--- src/rtl/irseq_pkg.sv ---
package irseq_pkg;
  localparam int PUSH_BIT  = 16;
  localparam int PEND_BIT  = 16;
  localparam int OVF_BIT   = 17;
  localparam int IEN_BIT   = 8;
  localparam int SYM_W     = 13;
  localparam int DUR_W     = 10;

  localparam int OFF_CTRL  = 'h0;
  localparam int OFF_STAT  = 'h4;
  localparam int OFF_FIFO  = 'h8;
  localparam int OFF_IRQ   = 'hC;

  typedef enum logic [1:0] {
    TB_1US     = 2'd0,
    TB_10US    = 2'd1,
    TB_100US   = 2'd2,
    TB_CARRIER = 2'd3
  } tb_e;

  // Layout matches the pushed word bits 12:0
  typedef struct packed {
    logic             mark;
    tb_e              tb;
    logic [DUR_W-1:0] dur;
  } sym_t;
endpackage

--- src/rtl/irseq_fifo.sv ---
module irseq_fifo #(
  parameter int W     = 13,
  parameter int DEPTH = 128
) (
  input  logic                         clk,
  input  logic                         rst,
  input  logic                         flush,
  input  logic                         push,
  input  logic [W-1:0]                 din,
  input  logic                         pop,
  output logic [W-1:0]                 dout,
  output logic                         empty,
  output logic                         full,
  output logic [$clog2(DEPTH+1)-1:0]   level
);
  localparam int AW = $clog2(DEPTH);
  localparam int LW = $clog2(DEPTH + 1);

  logic [W-1:0]  mem [DEPTH];
  logic [AW-1:0] wptr, rptr;
  logic          do_push, do_pop;

  assign empty   = (level == '0);
  assign full    = (level == LW'(DEPTH));
  assign do_push = push && !full;
  assign do_pop  = pop && !empty;
  assign dout    = mem[rptr];

  always_ff @(posedge clk) begin
    if (do_push) mem[wptr] <= din;
  end

  always_ff @(posedge clk) begin
    if (rst || flush) begin
      wptr  <= '0;
      rptr  <= '0;
      level <= '0;
    end else begin
      if (do_push) wptr <= (wptr == AW'(DEPTH-1)) ? '0 : wptr + 1'b1;
      if (do_pop)  rptr <= (rptr == AW'(DEPTH-1)) ? '0 : rptr + 1'b1;
      case ({do_push, do_pop})
        2'b10:   level <= level + 1'b1;
        2'b01:   level <= level - 1'b1;
        default: level <= level;
      endcase
    end
  end
endmodule

--- src/rtl/irseq_tick.sv ---
module irseq_tick import irseq_pkg::*; #(
  parameter int CLK_PER_US = 125
) (
  input  logic clk,
  input  logic rst,
  input  logic restart,
  input  tb_e  sel,
  input  logic car_rise,
  output logic tick
);
  localparam int PW = (CLK_PER_US > 1) ? $clog2(CLK_PER_US) : 1;

  logic       us_tick, t10, t100;
  logic [3:0] d10, d100;

  generate
    if (CLK_PER_US > 1) begin : g_pre
      logic [PW-1:0] pre;
      assign us_tick = (pre == PW'(CLK_PER_US - 1));
      always_ff @(posedge clk) begin
        if (rst || restart) pre <= '0;
        else if (us_tick)   pre <= '0;
        else                pre <= pre + 1'b1;
      end
    end else begin : g_nopre
      assign us_tick = 1'b1;
    end
  endgenerate

  assign t10  = us_tick && (d10 == 4'd9);
  assign t100 = t10 && (d100 == 4'd9);

  always_ff @(posedge clk) begin
    if (rst || restart) begin
      d10  <= '0;
      d100 <= '0;
    end else begin
      if (us_tick) d10  <= (d10 == 4'd9)  ? 4'd0 : d10 + 1'b1;
      if (t10)     d100 <= (d100 == 4'd9) ? 4'd0 : d100 + 1'b1;
    end
  end

  always_comb begin
    case (sel)
      TB_1US:   tick = us_tick;
      TB_10US:  tick = t10;
      TB_100US: tick = t100;
      default:  tick = car_rise;
    endcase
  end
endmodule

--- src/rtl/irseq_regs.sv ---
module irseq_regs import irseq_pkg::*; #(
  parameter int DEPTH  = 128,
  parameter int ADDR_W = 4
) (
  input  logic                       clk,
  input  logic                       rst,
  input  logic                       bus_wr,
  input  logic [ADDR_W-1:0]          bus_addr,
  input  logic [31:0]                bus_wdata,
  output logic [31:0]                bus_rdata,
  input  logic [$clog2(DEPTH+1)-1:0] level,
  input  logic                       busy,
  input  logic                       fifo_full,
  output logic                       en,
  output logic                       flush,
  output logic                       push,
  output sym_t                       push_sym,
  output logic [$clog2(DEPTH)-1:0]   thr,
  output logic                       ien,
  output logic                       pend,
  output logic                       ovf,
  output logic                       irq
);
  localparam int LW = $clog2(DEPTH + 1);
  localparam int TW = $clog2(DEPTH);

  logic wr_ctrl, wr_fifo, wr_irq;
  logic [31:0] rd_next;

  assign wr_ctrl  = bus_wr && (bus_addr == ADDR_W'(OFF_CTRL));
  assign wr_fifo  = bus_wr && (bus_addr == ADDR_W'(OFF_FIFO));
  assign wr_irq   = bus_wr && (bus_addr == ADDR_W'(OFF_IRQ));
  assign flush    = wr_ctrl && !bus_wdata[0] && en;
  assign push     = wr_fifo && bus_wdata[PUSH_BIT];
  assign push_sym = sym_t'(bus_wdata[SYM_W-1:0]);
  assign irq      = pend && ien;

  always_comb begin
    rd_next = '0;
    if (bus_addr == ADDR_W'(OFF_CTRL)) begin
      rd_next[0] = en;
    end else if (bus_addr == ADDR_W'(OFF_STAT)) begin
      rd_next[LW-1:0] = level;
      rd_next[8]      = busy;
    end else if (bus_addr == ADDR_W'(OFF_IRQ)) begin
      rd_next[TW-1:0]  = thr;
      rd_next[IEN_BIT] = ien;
      rd_next[PEND_BIT] = pend;
      rd_next[OVF_BIT] = ovf;
    end
  end

  always_ff @(posedge clk) begin
    if (rst) begin
      en        <= 1'b0;
      thr       <= '0;
      ien       <= 1'b0;
      pend      <= 1'b0;
      ovf       <= 1'b0;
      bus_rdata <= '0;
    end else begin
      bus_rdata <= rd_next;
      if (wr_ctrl) en <= bus_wdata[0];
      if (wr_irq) begin
        thr <= bus_wdata[TW-1:0];
        ien <= bus_wdata[IEN_BIT];
      end
      if (wr_irq && !bus_wdata[PEND_BIT]) pend <= 1'b0;
      else pend <= pend | (ien && (level <= LW'(thr)));
      if (wr_irq && !bus_wdata[OVF_BIT]) ovf <= 1'b0;
      else ovf <= ovf | (push && fifo_full);
    end
  end
endmodule

--- src/rtl/irseq_top.sv ---
module irseq_top import irseq_pkg::*; #(
  parameter int DEPTH      = 128,
  parameter int ADDR_W     = 4,
  parameter int CLK_PER_US = 125
) (
  input  logic              clk,
  input  logic              rst,
  input  logic              bus_wr,
  input  logic [ADDR_W-1:0] bus_addr,
  input  logic [31:0]       bus_wdata,
  output logic [31:0]       bus_rdata,
  input  logic              carrier_in,
  output logic              ir_out,
  output logic              irq
);
  localparam int LW = $clog2(DEPTH + 1);
  localparam int TW = $clog2(DEPTH);

  logic          en, flush, push, pend, ovf, ien;
  logic [TW-1:0] thr;
  sym_t          push_sym, head, cur;
  logic          fifo_empty, fifo_full, pop;
  logic [LW-1:0] level;
  logic          busy, tick, done, car_q, car_rise;
  logic [DUR_W-1:0] left;

  irseq_regs #(.DEPTH(DEPTH), .ADDR_W(ADDR_W)) u_regs (
    .clk(clk), .rst(rst), .bus_wr(bus_wr), .bus_addr(bus_addr),
    .bus_wdata(bus_wdata), .bus_rdata(bus_rdata), .level(level),
    .busy(busy), .fifo_full(fifo_full), .en(en), .flush(flush),
    .push(push), .push_sym(push_sym), .thr(thr), .ien(ien),
    .pend(pend), .ovf(ovf), .irq(irq)
  );

  irseq_fifo #(.W(SYM_W), .DEPTH(DEPTH)) u_fifo (
    .clk(clk), .rst(rst), .flush(flush), .push(push), .din(push_sym),
    .pop(pop), .dout(head), .empty(fifo_empty), .full(fifo_full),
    .level(level)
  );

  assign car_rise = carrier_in && !car_q;
  assign done     = busy && tick && (left == '0);
  assign pop      = en && !flush && !fifo_empty && (!busy || done);

  irseq_tick #(.CLK_PER_US(CLK_PER_US)) u_tick (
    .clk(clk), .rst(rst), .restart(pop), .sel(cur.tb),
    .car_rise(car_rise), .tick(tick)
  );

  always_ff @(posedge clk) begin
    if (rst) begin
      car_q  <= 1'b0;
      ir_out <= 1'b0;
    end else begin
      car_q  <= carrier_in;
      ir_out <= busy && cur.mark && carrier_in && !flush;
    end
  end

  always_ff @(posedge clk) begin
    if (rst || flush) begin
      busy <= 1'b0;
      cur  <= '0;
      left <= '0;
    end else if (pop) begin
      busy <= 1'b1;
      cur  <= head;
      left <= head.dur;
    end else if (done) begin
      busy <= 1'b0;
    end else if (busy && tick) begin
      left <= left - 1'b1;
    end
  end
endmodule

--- config.mk ---
export PLATFORM = sky130hd
export DESIGN_NAME = irseq_top
export DESIGN_NICKNAME = d
export VERILOG_FILES = /design/src/rtl/irseq_pkg.sv /design/src/rtl/irseq_fifo.sv /design/src/rtl/irseq_tick.sv /design/src/rtl/irseq_regs.sv /design/src/rtl/irseq_top.sv
export SDC_FILE = /design/constraint.sdc
export NUM_CORES = 2
export LEC_CHECK = 0
export BUFFER_PORTS_ARGS = -buffer_cell sky130_fd_sc_hd__buf_2
export CAP_MARGIN = 20
export CELL_PAD_IN_SITES_DETAIL_PLACEMENT = 0
export CELL_PAD_IN_SITES_GLOBAL_PLACEMENT = 1
export CORE_MARGIN = 2
export CORE_UTILIZATION = 35
export CTS_CLUSTER_SIZE = 24
export DETAILED_ROUTE_END_ITERATION = 16
export GPL_TIMING_DRIVEN = 0
export PLACE_DENSITY_LB_ADDON = 0.1
export SLEW_MARGIN = 20
export SYNTH_ARGS = -nofsm -noshare
export SYNTH_HDL_FRONTEND = slang
export SYNTH_SLANG_ARGS = --single-unit
--- constraint.sdc ---
create_clock -name clk -period 5.4 [get_ports clk]
set_input_delay 1.08 -clock clk [delete_from_list [all_inputs] [get_ports clk]]
set_output_delay 1.08 -clock clk [all_outputs]
set_load 0.05 [all_outputs]
==> out/results.ini <==
[logic_synthesis]
ys_seq_elements=1746
synthTopCellsByCount=1664 x edfxtp_1, 519 x mux4_2, 199 x nor2_1
synthMuxAreaShare=0.177
synth_compound_area_frac=0.0148
synthAdderAreaFrac=0.00259
synth_edf_count=1664
synth_flop_cell=edfxtp_1
yosysMostFrequentCell=edfxtp_1
syn_avg_cell_area_sq_um=22.2
ys_warn_count=0
async_reset_ff_frac=0
synth_area_leader_cell=edfxtp_1
synth_area_leaders=edfxtp_1 74%, mux4_2 17%, dfxtp_1 2.4%, nor2_1 1.1%, clkbuf_1 0.45%
synth_cells=3055
syn-cell-area_sq_mm=0.0677
synth_top_family_by_area=multiplexers
synthXorXnorAreaFrac=0.00401
yosysTopAreaCellShare=0.738
synthSimpleGateAreaFrac=0.0249
ys_types=54
yosysSeqAreaShare=0.762

[sta]
fin_crit_ns=5.12
fin_skew_ns=0.0241
relSlewSlack=0.181
tightest_slew_ns=1.23
max_clock_freq_mhz=195
period_share=0.947
holdWs_ns=0.459
hold_viol=0
rsz0062_at_grt=no
slew_violations=0
setup_viol=0

[clock_tree]
cts.sinks=1746
cts-root-buf=clkbuf_16
path_clk_slew_ns=0.06
cts_buffers=189
h-tree-depth=4
clk-insertion-delay-late_ns=0.82
cts_tree=done
postCtsSetupRepairBufs=0
clk_path_buf_depth=3

[worst_setup_path]
crit_top_cell=a21oi_1
cp_data_arrival_time_ns=5.81
crit_path_end_kind=flop
cpPeakStageDelay_ns=0.87
cp_max_fo=10
crit_type=flop to flop
cp_cell_sequence=buf_2 -> buf_1 -> buf_1 -> mux4_2 -> mux4_2 -> a22oi_1 -> a21oi_1 -> a21oi_1 -> a21oi_1
cp-start-kind=flop
cp_top_family=buffers and inverters
worstPathRequired_ns=6.09
crit_buf_inv=3
cpMaxStageDelayCell=buf_1

[grt]
antenna_found_initial=13
grt_pass1_wl_mm=284
grt-ovfl-total=0
grtUsageTotal=0.211
grt_pass1_vias=34697
grt_max_degree=106

[placement]
numPortBuffers=34
hpwlAfterDp_mm=143
gp_congestion=0.922
place_area_sq_mm=0.0735
dp.cells=5765

[die]
rows=161
initial_core_util=0.352
die_x_um=444
dieArea_sq_mm=0.197
ios=74
die_height_um=444
core_sq_mm=0.192

[finish]
syn2layout_area_growth_pct=17.5
stdcell_area_sq_mm=0.0795
drive_gt1_frac=0.335
stdcell_count=6109
fin_util=0.413
nNetsFinal=3483

[drt]
num_vias=33500
drt_pass1_iterations=6
ant_nets=0
drt_iter0_drc=3889
wl_mm=207
drt_drc_violations_left=0
routed_via_density=5.48
wire_per_inst_um=33.9

[status]
status=finished clean

[power]
power.density_mw_per_mm2=352
ir_worst_vdd_uv=233
power_leakage_nw=24.2

[hold_path]
hold_class=flop to flop

[flow_run]
maxCapViolations=0

state kept, by name (all words and copies together), names as in the netlist, 3 cells and up, named ones only:
name,flops
u_tick.d100,4
u_fifo.mem,1664
cur,3
u_fifo.wptr,7
u_regs.bus_rdata,11
u_tick.g_pre.pre,7
u_tick.d10,4
u_fifo.level,8
u_regs.thr,7
u_fifo.rptr,7
left,10
logic make-up after synthesis:
kind of cell,count (synthesis)
flip-flops,1746
multiplexers,547
AND/OR/NAND/NOR,367
buffers and inverters,202
AO/OA/AOI/OAI,147
XOR/XNOR,31
adder cells (fa/ha/maj),14
other,1
where the power goes:
part	internal, mW	switching [mW]
logic	0.129	0.373
clock network	7.28	5.36
registers	14.8	0.00651
cells in the final DEF (no fill, tap or decap), drive strengths merged, types with 9 or more instances in the layout:
| cell | instances |
|---|---|
| a21oi | 38 |
| a221oi | 14 |
| a22o | 15 |
| a22oi | 20 |
| buf | 270 |
| bufinv | 16 |
| clkbuf | 309 |
| clkinv | 80 |
| clkinvlp | 12 |
| conb | 21 |
| dfxtp | 82 |
| edfxtp | 1664 |
| ha | 14 |
| inv | 21 |
| mux2i | 26 |
| mux4 | 519 |
| nand2 | 41 |
| nand3 | 25 |
| nand4 | 9 |
| nor2 | 199 |
| nor2b | 15 |
| nor3 | 19 |
| nor3b | 9 |
| o21ai | 21 |
| xnor2 | 15 |
| xor2 | 16 |
timing repair:
| item | 4_1_cts | 5_1_grt |
|---|---|---|
| hold buffers | 0 | 0 |
| endpoints found under the setup margin | 0 | 2 |
| hold endpoints to repair | 0 | 0 |
| resized for setup | 0 | 2 |
final timing paths:
check,start,end,slack [ns],depth (start not counted)
setup / recovery,flop,cur[10]$_SDFFE_PP0N_,0.28,9
hold reg to reg,u_tick.g_pre.pre[0]$_SDFF_PP0_,u_tick.g_pre.pre[0]$_SDFF_PP0_,0.46,1
setup reg to reg,flop,cur[10]$_SDFFE_PP0N_,0.28,9
hold / removal,u_tick.g_pre.pre[0]$_SDFF_PP0_,u_tick.g_pre.pre[0]$_SDFF_PP0_,0.46,1
per-layer routing:
metal,global-route usage,up-vias,routed length [um]
met5,0,-,13
met4,0.0646,2,6020
met3,0.0414,281,12900
met2,0.351,1173,102000
met1,0.280,18433,86500
li1,-,13611,-
per-stage QoR:
step | power [mW] | setup TNS [ns] | worst slack [ns]
3_3_place_gp | 15.6 | -276.68 | -1.80
2_1_floorplan | 15.3 | 0 | 0.876
4_1_cts | 28.3 | 0 | 0.182
3_5_place_dp | 15.6 | -2.49 | -0.310
5_1_grt | 28.8 | 0 | 0.203
6_report | 28.0 | 0 | 0.285
layout make-up:
| type | instances | area (sq um) |
|---|---|---|
| Antenna cell | 2 | 5.00 |
| Buffer | 186 | 983 |
| Clock buffer | 229 | 4940 |
| Clock inverter | 114 | 1080 |
| Fill cell | 16650 | 113000 |
| Inverter | 15 | 60.1 |
| Multi-Input combinational cell | 1127 | 15500 |
| Sequential cell | 1746 | 51600 |
| Tap cell | 2526 | 3160 |
| Timing Repair Buffer | 164 | 2150 |
Power figures use the tool's default switching activity.
